### src/rtl/pbus_pkg.sv
package pbus_pkg;
    typedef enum logic [1:0] {
        ST_IDLE = 2'd0,
        ST_WAIT = 2'd1,
        ST_HOLD = 2'd2
    } xfer_state_t;
endpackage

### src/rtl/pbus_fifo.sv
module pbus_fifo #(
    parameter int WIDTH = 8,
    parameter int DEPTH = 4
) (
    input  logic             clk,
    input  logic             rst,
    input  logic             push,
    input  logic [WIDTH-1:0] push_data,
    input  logic             pop,
    output logic [WIDTH-1:0] head,
    output logic             empty,
    output logic             full
);
    localparam int AW = (DEPTH > 1) ? $clog2(DEPTH) : 1;
    localparam int CW = $clog2(DEPTH + 1);

    logic [WIDTH-1:0] slots [DEPTH];
    logic [AW-1:0]    wp, rp;
    logic [CW-1:0]    cnt;
    logic             do_push, do_pop;

    assign full    = (cnt == CW'(DEPTH));
    assign empty   = (cnt == '0);
    assign do_push = push && !full;
    assign do_pop  = pop && !empty;
    assign head    = slots[rp];

    function automatic logic [AW-1:0] bump(input logic [AW-1:0] p);
        return (p == AW'(DEPTH - 1)) ? '0 : p + 1'b1;
    endfunction

    always_ff @(posedge clk) begin
        if (rst) begin
            wp  <= '0;
            rp  <= '0;
            cnt <= '0;
        end else begin
            if (do_push) wp <= bump(wp);
            if (do_pop)  rp <= bump(rp);
            unique case ({do_push, do_pop})
                2'b10:   cnt <= cnt + 1'b1;
                2'b01:   cnt <= cnt - 1'b1;
                default: cnt <= cnt;
            endcase
        end
    end

    always_ff @(posedge clk) begin
        if (do_push) slots[wp] <= push_data;
    end

    AST_NO_OVERFLOW: assert property (@(posedge clk) disable iff (rst)
        full && push && !pop |=> full && $stable(wp)) else $error("AST_NO_OVERFLOW");
    AST_DUAL_OP: assert property (@(posedge clk) disable iff (rst)
        push && pop && !full && !empty |=> $stable(cnt)) else $error("AST_DUAL_OP");
endmodule

### src/rtl/pbus_ctrl.sv
module pbus_ctrl
    import pbus_pkg::*;
#(
    parameter int WIDTH = 8
) (
    input  logic             clk,
    input  logic             rst,
    input  logic             req,
    input  logic             empty,
    input  logic [WIDTH-1:0] head,
    output logic             pop,
    output logic             rdy,
    output logic [WIDTH-1:0] data_o
);
    xfer_state_t state, nxt;

    always_comb begin
        nxt = state;
        unique case (state)
            ST_IDLE: if (req) nxt = empty ? ST_WAIT : ST_HOLD;
            ST_WAIT: if (!req) nxt = ST_IDLE;
                     else if (!empty) nxt = ST_HOLD;
            ST_HOLD: if (!req) nxt = ST_IDLE;
            default: nxt = ST_IDLE;
        endcase
    end

    always_ff @(posedge clk) begin
        if (rst) state <= ST_IDLE;
        else     state <= nxt;
    end

    always_comb begin
        pop = 1'b0;
        rdy = 1'b0;
        unique case (state)
            ST_IDLE, ST_WAIT: pop = req && !empty;
            ST_HOLD:          rdy = 1'b1;
            default:          ;
        endcase
    end

    always_ff @(posedge clk) begin
        if (rst)      data_o <= '0;
        else if (pop) data_o <= head;
    end

    AST_RDY_HOLD: assert property (@(posedge clk) disable iff (rst)
        rdy && req |=> rdy && !pop) else $error("AST_RDY_HOLD");
    AST_RDY_DROP: assert property (@(posedge clk) disable iff (rst)
        rdy && !req |=> !rdy) else $error("AST_RDY_DROP");
    AST_DATA_STABLE: assert property (@(posedge clk) disable iff (rst)
        rdy && req |=> $stable(data_o)) else $error("AST_DATA_STABLE");
    AST_ABANDON: assert property (@(posedge clk) disable iff (rst)
        (state == ST_WAIT) && !req |=> (state == ST_IDLE) && !rdy) else $error("AST_ABANDON");
endmodule

### src/rtl/pbus_feeder.sv
module pbus_feeder #(
    parameter int WIDTH = 8,
    parameter int DEPTH = 4
) (
    input  logic             clk,
    input  logic             rst,
    input  logic             wr_en,
    input  logic [WIDTH-1:0] wr_data,
    output logic             full,
    output logic             not_full,
    input  logic             req,
    output logic             rdy,
    output logic [WIDTH-1:0] data_o
);
    logic             pop, empty;
    logic [WIDTH-1:0] head;

    pbus_fifo #(.WIDTH(WIDTH), .DEPTH(DEPTH)) u_fifo (
        .clk(clk), .rst(rst), .push(wr_en), .push_data(wr_data),
        .pop(pop), .head(head), .empty(empty), .full(full)
    );

    pbus_ctrl #(.WIDTH(WIDTH)) u_ctrl (
        .clk(clk), .rst(rst), .req(req), .empty(empty), .head(head),
        .pop(pop), .rdy(rdy), .data_o(data_o)
    );

    assign not_full = !full;

    AST_POP_NONEMPTY: assert property (@(posedge clk) disable iff (rst)
        pop |-> !empty) else $error("AST_POP_NONEMPTY");
    AST_POP_PRESENTS: assert property (@(posedge clk) disable iff (rst)
        pop |=> rdy) else $error("AST_POP_PRESENTS");
    AST_RESET_CLEAR: assert property (@(posedge clk)
        rst |=> !rdy && !full && data_o == '0) else $error("AST_RESET_CLEAR");
endmodule

### config.mk
export PLATFORM = sky130hd
export DESIGN_NAME = pbus_feeder
export DESIGN_NICKNAME = d
export VERILOG_FILES = /design/src/rtl/pbus_pkg.sv /design/src/rtl/pbus_fifo.sv /design/src/rtl/pbus_ctrl.sv /design/src/rtl/pbus_feeder.sv
export SDC_FILE = /design/constraint.sdc
export NUM_CORES = 1
export LEC_CHECK = 0
export BUFFER_PORTS_ARGS = -buffer_cell sky130_fd_sc_hd__buf_4
export CORE_UTILIZATION = 40
export DETAILED_ROUTE_END_ITERATION = 8
export PLACE_DENSITY_LB_ADDON = 0.3
export SYNTH_ARGS = -nofsm -noshare
export SYNTH_HDL_FRONTEND = slang
export SYNTH_SLANG_ARGS = --single-unit
### constraint.sdc
create_clock -name clk -period 6.6 [get_ports clk]
set_input_delay 0.66 -clock clk [delete_from_list [all_inputs] [get_ports clk]]
set_output_delay 0.66 -clock clk [all_outputs]
set_load 0.1 [all_outputs]
==> impl_metrics.json, run 1 <==
{
  "syn_inst": 141,
  "cts_resized": 0,
  "die_w_um": 72.6,
  "critPathLaunch": "u_fifo.cnt[0]",
  "r2r_start": "u_fifo.cnt[0]",
  "cts_buffers": 5,
  "fin_nets": 179,
  "rsz0062_at_grt": "no",
  "r2r_cells": 8,
  "grt_util_met3": 0.0414,
  "syn_to_final_growth_pct": 14.4,
  "synthSimpleGateAreaFrac": 0.0878,
  "powerDensity_nw_per_um2": 412,
  "global_route.usage.met2": 0.261,
  "grt_max_degree": 18,
  "busiest_layer": "met2",
  "antenna_found_initial": 0,
  "root_buffer": "clkbuf_8",
  "worstSetupStartpointType": "flip-flop",
  "irDropWorstVdd_mv": 0.202,
  "synth-seq-cells": 49,
  "cts_setup_buffers": 0,
  "cp.required_ps": 6840,
  "cap_violations": 0,
  "fin_util": 0.480,
  "dr.pass1.iters": 4,
  "synth.yosys.seq_area_share": 0.652,
  "syn-num-nets": 160,
  "hp-class": "flip-flop to flip-flop",
  "slew_headroom": 0.322,
  "layout_commonest_cell": "edfxtp_1",
  "status": "complete, no violations",
  "worstSetupPathType": "flip-flop to flip-flop",
  "path_clk_slew_ps": 90,
  "portBuffers": 22,
  "synth_fa_ha_area_frac": 0.0476,
  "numClockSinks": 49,
  "reg2reg_to": "u_fifo.cnt[2]",
  "cts_tree": "built",
  "fp-row-count": 25,
  "start_util": 0.420,
  "fin_skew_ps": 9.69,
  "yosysWarningCount": 0,
  "ios": 23,
  "clockBufferDepth": 2,
  "antenna_cells": 0,
  "netlist_area_um2": 2000,
  "finalCriticalPeriod_ps": 2400,
  "finalPower_uw": 942,
  "path_max_fanout": 12,
  "grt_pass1_vias": 1197,
  "grt_use_met1": 0.179,
  "setup_viol": 0,
  "die_y_um": 72.6,
  "dpl.hpwl_mm": 2.40,
  "synth-compound-area-share": 0.0765,
  "gp_congestion": 0.708,
  "coreArea_um2": 4750,
  "wl_per_cell_um": 15.3,
  "dpl_cell_area_um2": 2190,
  "layout_common_cells": "edfxtp_1, buf_4, dfxtp_1",
  "muxShareOfSynthArea": 0.0903,
  "grt_pass1_wl_mm": 5.74,
  "tightest_slew_ps": 1010,
  "slew_viol_final": 0,
  "cts_max_level": 2,
  "clock_latency_ps": 300,
  "ant_nets": 0,
  "cts_hold_buf": 0,
  "drt_iter0_drc": 76,
  "drive_above_1_share": 0.286,
  "route.vias.total": 1169,
  "synth_xor_area_frac": 0.00878,
  "gr-total-overflow": 0,
  "synth.avg_cell_area_um2": 14.2,
  "die_area_um2": 5280,
  "finalSetupTns_ps": 0,
  "cp-end-kind": "flip-flop",
  "drt-total-wl_mm": 3.49,
  "via_per_inst": 5.13,
  "grtUsageTotal": 0.153,
  "fmax_mhz": 417,
  "r2r_setup_slack_ps": 4200,
  "synth_top_family_by_area": "multiplexers",
  "hold_viol_final": 0,
  "finalCritPeriodShare": 0.363,
  "critPathArrivalTime_ps": 2640,
  "power.leakage_uw": 0.000811,
  "postLayoutCellArea_um2": 2280,
  "synth_cell_types": 30,
  "drc": 0,
  "endpoint": "u_fifo.cnt[2]"
}
-- sequential cells by signal, summed over array words and instances, names as in the netlist --
signal	count
u_fifo.slots	32
u_ctrl.data_o	8
u_fifo.cnt	3
u_ctrl.state	2
u_fifo.rp	2
u_fifo.wp	2
-- stage by stage --
stage / hold WS [ps] / cells / setup slack (ps)
after floorplan: 475 / 141 / 4240
after global placement: 466 / 220 / 4240
after detailed placement: 482 / 220 / 4160
after CTS: 496 / 228 / 4250
after global routing: 515 / 228 / 4010
final: 493 / 228 / 4200
-- report_power, final --
group / internal [µW] / switching (µW) / total, µW
Combinational: 107 / 249 / 356
Sequential: 373 / 36.0 / 409
Clock: 75.2 / 101 / 176
-- area by class of cell --
type / count / area [µm²]
Inverter: 6 / 22.5
Clock buffer: 5 / 68.8
Sequential cell: 49 / 1300
Tap cell: 67 / 83.8
Clock inverter: 3 / 21.3
Multi-Input combinational cell: 76 / 621
Fill cell: 435 / 2470
Timing Repair Buffer: 22 / 165
-- layer usage --
metal	up-vias	share of wire	wire length, µm
li1	557	-	-
met1	580	0.44	1530
met2	26	0.50	1750
met3	6	0.039	137
met4	0	0.019	67
met5	-	0	0
-- how the worst min path moves through the flow --
stage                          start               end  slack (ps)  depth (start not counted)
floorplan              u_fifo.cnt[2]     u_fifo.cnt[2]         480                          2
global placement    u_ctrl.data_o[3]  u_ctrl.data_o[3]         470                          2
detailed placement  u_ctrl.data_o[2]  u_ctrl.data_o[2]         480                          2
CTS                 u_ctrl.data_o[2]  u_ctrl.data_o[2]         500                          2
global route        u_ctrl.data_o[2]  u_ctrl.data_o[2]         520                          2
finish              u_ctrl.data_o[2]  u_ctrl.data_o[2]         490                          2
-- synth_stat cells, drive strengths merged --
cell    instances  area (µm²)
nand2           1        3.75
nor2b           2        12.5
or3             2        13.8
clkbuf          4        15.0
dfxtp          17         340
mux4            8         180
nand3          11        55.1
fa              1        20.0
a21o            2        16.3
o21ai          11        55.1
a21oi          14        73.8
or4             1        7.51
buf             6        36.3
inv             6        22.5
ha              6        75.1
and3            4        30.0
nor2            6        22.5
a22oi           1        7.51
xor2            2        17.5
edfxtp         32         961
nand2b          1        6.26
or3b            1        8.76
nor3            2        15.0
-- kinds of logic (layout without fill, tap and decap cells) --
| group | Yosys count | count (layout) |
|---|---|---|
| flops | 49 | 49 |
| simple gates | 31 | 31 |
| compound gates | 28 | 28 |
| buf+inv | 16 | 36 |
| mux | 8 | 8 |
| fa+ha+maj | 7 | 7 |
| xor+xnor | 2 | 2 |
-- critical path: stages, from the launching register on --
cell,delay [ps]
dfxtp_1,350
nor3_1,830
nor2_1,120
ha_1,260
inv_1,80
fa_1,170
xor2_1,70
or3_1,300
a21oi_1,140
Power figures use the tool's default switching activity.
==> inputs of run 2 (changes only) <==
Clock period 6.6 ns to 1.98 ns, I/O delays scaled along.
==> run 2 against run 1 <==
Compared with the run above: the flow now finishes with violations (negative setup slack); maximum frequency up 20%; non-clock buffer count up 5; sequential power rose to 3.3 times the previous value; global-route usage down 0.44 points; clock skew up 4.2 ps; combinational power rose to 3.7 times the previous value; clock power rose to 3.7 times the previous value; first-iteration DRC count down 18%; routed wire length up 2.2%; sequential share of layout area down 2.0 points; critical path type unchanged; critical endpoint unchanged; highest routed layer unchanged.
==> impl_metrics.json, run 2 (synthesized netlist as in run 1, its figures left out) <==
{
  "ios": 23,
  "slew_viol_final": 0,
  "finalCriticalPeriod_ps": 2000,
  "root_buffer": "clkbuf_8",
  "status": "complete, but fails checks",
  "hold_ws_ps": 87.8,
  "fin_nets": 184,
  "drt_iter0_drc": 62,
  "slew_headroom": 0.531,
  "hold_viol_final": 0,
  "dpl.hpwl_mm": 2.48,
  "power.leakage_uw": 0.000849,
  "cap_violations": 0,
  "path_max_fanout": 5,
  "path_cells": "or3b_4 > nand2_4 > ha_4 > inv_1 > fa_2 > xor2_1 > or3_1 > a21oi_2",
  "drt-total-wl_mm": 3.56,
  "grt_pass1_vias": 1189,
  "rsz0062_at_grt": "yes",
  "layout_common_cells": "edfxtp_1, buf_4, dfxtp_1",
  "portBuffers": 22,
  "cp_slowest_cell": "or3b_4",
  "drc": 0,
  "layout_commonest_cell": "edfxtp_1",
  "powerDensity_nw_per_um2": 1410,
  "finalCritPeriodShare": 1.01,
  "fin_util": 0.499,
  "numClockSinks": 49,
  "path_clk_slew_ps": 90,
  "cts_buffers": 5,
  "slowest_delay_ps": 400,
  "coreArea_um2": 4750,
  "die_y_um": 72.6,
  "syn_to_final_growth_pct": 18.9,
  "regMostFlops": "u_fifo.slots",
  "cts_tree": "built",
  "wl_per_cell_um": 15.3,
  "gp_congestion": 0.684,
  "violations": "negative setup slack",
  "drive_above_1_share": 0.355,
  "critPathArrivalTime_ps": 2230,
  "ant_nets": 0,
  "top_regs": "u_fifo.slots (32), u_ctrl.data_o (8), u_fifo.cnt (3)",
  "fin_skew_ps": 13.9,
  "route.vias.total": 1202,
  "fmax_mhz": 500,
  "gr-total-overflow": 0,
  "cp-end-kind": "flip-flop",
  "setup_viol": 1,
  "tightest_slew_ps": 702,
  "grtUsageTotal": 0.149,
  "irDropWorstVdd_mv": 0.505,
  "grt_pass1_wl_mm": 5.68,
  "via_per_inst": 5.16,
  "start_util": 0.420,
  "die_w_um": 72.6,
  "antenna_cells": 0,
  "worst_slack_ps": -20.4,
  "worstSetupStartpointType": "flip-flop",
  "antenna_found_initial": 0,
  "largest_register_ffs": 32,
  "grt_max_degree": 18,
  "clockBufferDepth": 2,
  "hp-class": "input port to flip-flop",
  "worstSetupPathType": "flip-flop to flip-flop",
  "clock_latency_ps": 300,
  "fp-row-count": 25,
  "die_area_um2": 5280,
  "dr.pass1.iters": 4,
  "cp.required_ps": 2210,
  "cts_max_level": 2
}
==> run 2: final timing paths <==
kind | startpoint | to | slack [ps] | depth (start not counted)
max | u_fifo.cnt[0] | u_fifo.cnt[2] | -20 | 8
min | wr_data[5] | u_fifo.slots[2][5] | 90 | 1
max reg2reg | u_fifo.cnt[0] | u_fifo.cnt[2] | -20 | 8
min reg2reg | u_ctrl.data_o[7] | u_ctrl.data_o[7] | 490 | 2
==> run 2: layout make-up <==
type	instances	area (µm²)
Fill cell	419	2380
Sequential cell	49	1310
Multi-Input combinational cell	76	652
Timing Repair Buffer	27	203
Clock buffer	7	97.6
Tap cell	67	83.8
Inverter	6	22.5
Clock inverter	1	8.76
==> run 2: worst max-delay path: cells and delay by family, from the launching register on <==
kind / cells / cell delay, ps
AND/OR/NAND/NOR: 3 / 810
flip-flops: 1 / 350
buffers and inverters: 1 / 50
adder cells (fa/ha/maj): 2 / 460
XOR/XNOR: 1 / 160
AO/OA/AOI/OAI: 1 / 110
==> run 2: repair_timing <==
action | 4_1_cts | 5_1_grt
resized for setup | 1 | 1
setup buffers | 2 | 0
hold buffers | 0 | 0
pin swaps | 0 | 0
endpoints found under the setup margin | 1 | 1
==> run 2: layer usage <==
metal,wire length (µm),GRT usage,vias up
met4,62,0.0784,0
li1,-,-,568
met2,1820,0.252,35
met1,1500,0.175,591
met3,181,0.0359,8
met5,0,0,-
==> run 2: through the flow <==
stage               area [µm²]  setup slack [ps]  total power [µW]  std cells  setup TNS (ps)
floorplan                 2030             -93.3              2410        141           -93.3
global placement          2250              80.6              2610        223               0
detailed placement        2250             -20.4              2680        223           -20.4
CTS                       2370             -17.4              3360        233           -17.4
global route              2370              -112              3510        233            -112
finish                    2370             -20.4              3340        233           -20.4
==> run 2: report_power, final <==
group | total, µW | switching [µW] | internal [µW] | leakage, µW
logic | 1310 | 866 | 442 | 0.000362
registers | 1370 | 122 | 1250 | 0.000434
clock network | 658 | 327 | 331 | 0.0000540
==> inputs of run 3 (changes only) <==
Settings changed: ABC_AREA set to 1.
==> run 3 against run 2 <==
Compared with the run above: the flow now finishes without violations; utilization decreased by 0.57 points; via count grew 26%; synthesized cell count grew 77%.
==> impl_metrics.json, run 3 <==
{
  "hold_viol_final": 0,
  "ant_nets": 0,
  "largest_register_ffs": 32,
  "syn_inst": 249,
  "synth_xor_area_frac": 0,
  "synth_cell_types": 21,
  "postLayoutCellArea_um2": 2570,
  "worst-path-buf-inv": 4,
  "path_max_fanout": 4,
  "synthSimpleGateAreaFrac": 0.234,
  "synth_top_family_by_area": "simple AND/OR/NAND/NOR gates",
  "synth.yosys.seq_area_share": 0.587,
  "synth.top_cell.area_share": 0.434,
  "hp-class": "input port to flip-flop",
  "muxShareOfSynthArea": 0,
  "gr-total-overflow": 0,
  "r2r_setup_slack_ps": 210,
  "layout_common_cells": "nand2_1, inv_1, edfxtp_1",
  "top_regs": "u_fifo.slots (32), u_ctrl.data_o (8), u_fifo.cnt (3)",
  "critPathArrivalTime_ps": 1970,
  "power.leakage_uw": 0.00124,
  "cp_top_family": "adder cells",
  "syn_to_final_growth_pct": 15.9,
  "grt_pass1_wl_mm": 6.44,
  "synth_common_cells": "nand2_1, inv_1, edfxtp_1",
  "slowest_delay_ps": 390,
  "drt_iter0_drc": 49,
  "clockBufferDepth": 2,
  "irDropWorstVdd_mv": 0.608,
  "rsz0062_at_grt": "no",
  "dpl_cell_area_um2": 2490,
  "synth.avg_cell_area_um2": 8.90,
  "fmax_mhz": 564,
  "drc": 0,
  "netlist_area_um2": 2220,
  "wl_per_cell_um": 11.0,
  "critPathLaunch": "u_fifo.cnt[0]",
  "antenna_cells": 0,
  "setup_viol": 0,
  "worstSetupPathType": "flip-flop to flip-flop",
  "path_clk_slew_ps": 80,
  "via_per_inst": 4.33,
  "antenna_found_initial": 0,
  "fin_nets": 298,
  "portBuffers": 22,
  "die_area_um2": 5840,
  "cp-end-kind": "flip-flop",
  "cts_buffers": 5,
  "r2r_start": "u_fifo.cnt[0]",
  "synthTopCellsByArea": "edfxtp_1, dfxtp_1, nand2_1, inv_1, nor2_1",
  "ys.flop_type": "edfxtp_1",
  "worstSetupStartpointType": "flip-flop",
  "yosysWarningCount": 0,
  "reg2reg_to": "u_fifo.cnt[2]",
  "cts_resized": 0,
  "grt_pass1_vias": 1392,
  "grtUsageTotal": 0.146,
  "final-seq-area_um2": 1300,
  "synth_fa_ha_area_frac": 0.0429,
  "coreArea_um2": 5200,
  "synth_top_cell_by_area": "edfxtp_1",
  "synthArstFlopShare": 0,
  "fin_skew_ps": 5.65,
  "multi_input_area_um2": 658,
  "cts_hold_buf": 0,
  "gp_congestion": 0.737,
  "yosysMostFrequentCell": "nand2_1",
  "finalPower_uw": 3530,
  "syn-num-nets": 268,
  "cts_max_level": 2,
  "fp-row-count": 26,
  "cap_violations": 0,
  "finalCritPeriodShare": 0.896,
  "dpl.hpwl_mm": 2.71,
  "ios": 23,
  "powerDensity_nw_per_um2": 1370,
  "tightest_slew_ps": 528,
  "path_cells": "inv_2 > nand3_2 > nand2_4 > inv_1 > ha_1 > inv_1 > fa_1 > inv_1 > nand2_1 > nand3_1 > nand2_1 > nand2_1 > nor2_1",
  "finalCriticalPeriod_ps": 1770,
  "fillers": 500,
  "cp_slowest_cell": "fa_1",
  "cts_tree": "built",
  "slew_viol_final": 0,
  "status": "complete, no violations",
  "root_buffer": "clkbuf_8",
  "die_y_um": 76.4,
  "numClockSinks": 49,
  "synth-seq-cells": 49,
  "drive_above_1_share": 0.161,
  "synth_edf_count": 32,
  "dr.pass1.iters": 4,
  "cp.required_ps": 2180,
  "layout_commonest_cell": "nand2_1",
  "hold_ws_ps": 100,
  "finalSetupTns_ps": 0,
  "drt-total-wl_mm": 3.86,
  "start_util": 0.426,
  "crit_cells": 13,
  "route.vias.total": 1517,
  "die_w_um": 76.4,
  "slew_headroom": 0.648,
  "grt_max_degree": 18,
  "clock_latency_ps": 290,
  "synth-compound-area-share": 0.0158,
  "endpoint": "u_fifo.cnt[2]",
  "regMostFlops": "u_fifo.slots",
  "cts_setup_buffers": 0,
  "r2r_cells": 13
}
[run 3: logic make-up (layout without fill, tap and decap cells)]
group,after synthesis,after routing
buf+inv,65,96
compound gates,7,7
simple gates,121,121
flops,49,49
fa+ha+maj,7,7
[run 3: per-layer routing]
| metal | global-route usage | vias to the layer above | wire, µm |
|---|---|---|---|
| li1 | - | 812 | - |
| met1 | 0.183 | 675 | 1770 |
| met2 | 0.241 | 23 | 1870 |
| met3 | 0.0371 | 7 | 161 |
| met4 | 0.0577 | 0 | 66 |
| met5 | 0 | - | 0 |
[run 3: cell type report]
type	count	share of cell area
clock buffers	7	0.0297
clock inverters	1	0.00146
inverters	59	0.0863
multi-input cells	135	0.256
flip-flops and latches	49	0.507
well taps	70	0.0341
repair buffers	29	0.0848
[run 3: worst register-to-register path: stages (launching register included)]
cell	delay, ps
dfxtp_1	360
inv_2	80
nand3_2	120
nand2_4	50
inv_1	90
ha_1	170
inv_1	70
fa_1	390
inv_1	80
nand2_1	50
nand3_1	80
nand2_1	50
nand2_1	50
nor2_1	40
[run 3: power breakdown]
| part | total, µW | internal, µW | switching [µW] |
|---|---|---|---|
| combinational | 1600 | 425 | 1170 |
| clock | 547 | 246 | 301 |
| sequential | 1390 | 1270 | 118 |
| total | 3530 | 1940 | 1590 |
[run 3: worst min-delay path by stage]
stage | to | slack (ps) | startpoint | cells after the start
2_1_floorplan | u_ctrl.state[1] | 270 | rst | 1
3_3_place_gp | u_fifo.slots[2][4] | 400 | wr_data[4] | 1
3_5_place_dp | u_fifo.slots[3][1] | 400 | wr_data[1] | 1
4_1_cts | u_fifo.slots[3][1] | 90 | wr_data[1] | 1
5_1_grt | u_fifo.slots[3][1] | 80 | wr_data[1] | 1
6_report | u_ctrl.state[1] | 100 | rst | 2
[run 3: per-stage QoR]
stage           util  setup WS (ps)  cells
2_1_floorplan      -           45.4    249
3_3_place_gp   0.478            267    342
3_5_place_dp   0.478            190    342
4_1_cts        0.493            176    350
5_1_grt        0.493           6.67    350
6_report       0.493            207    350
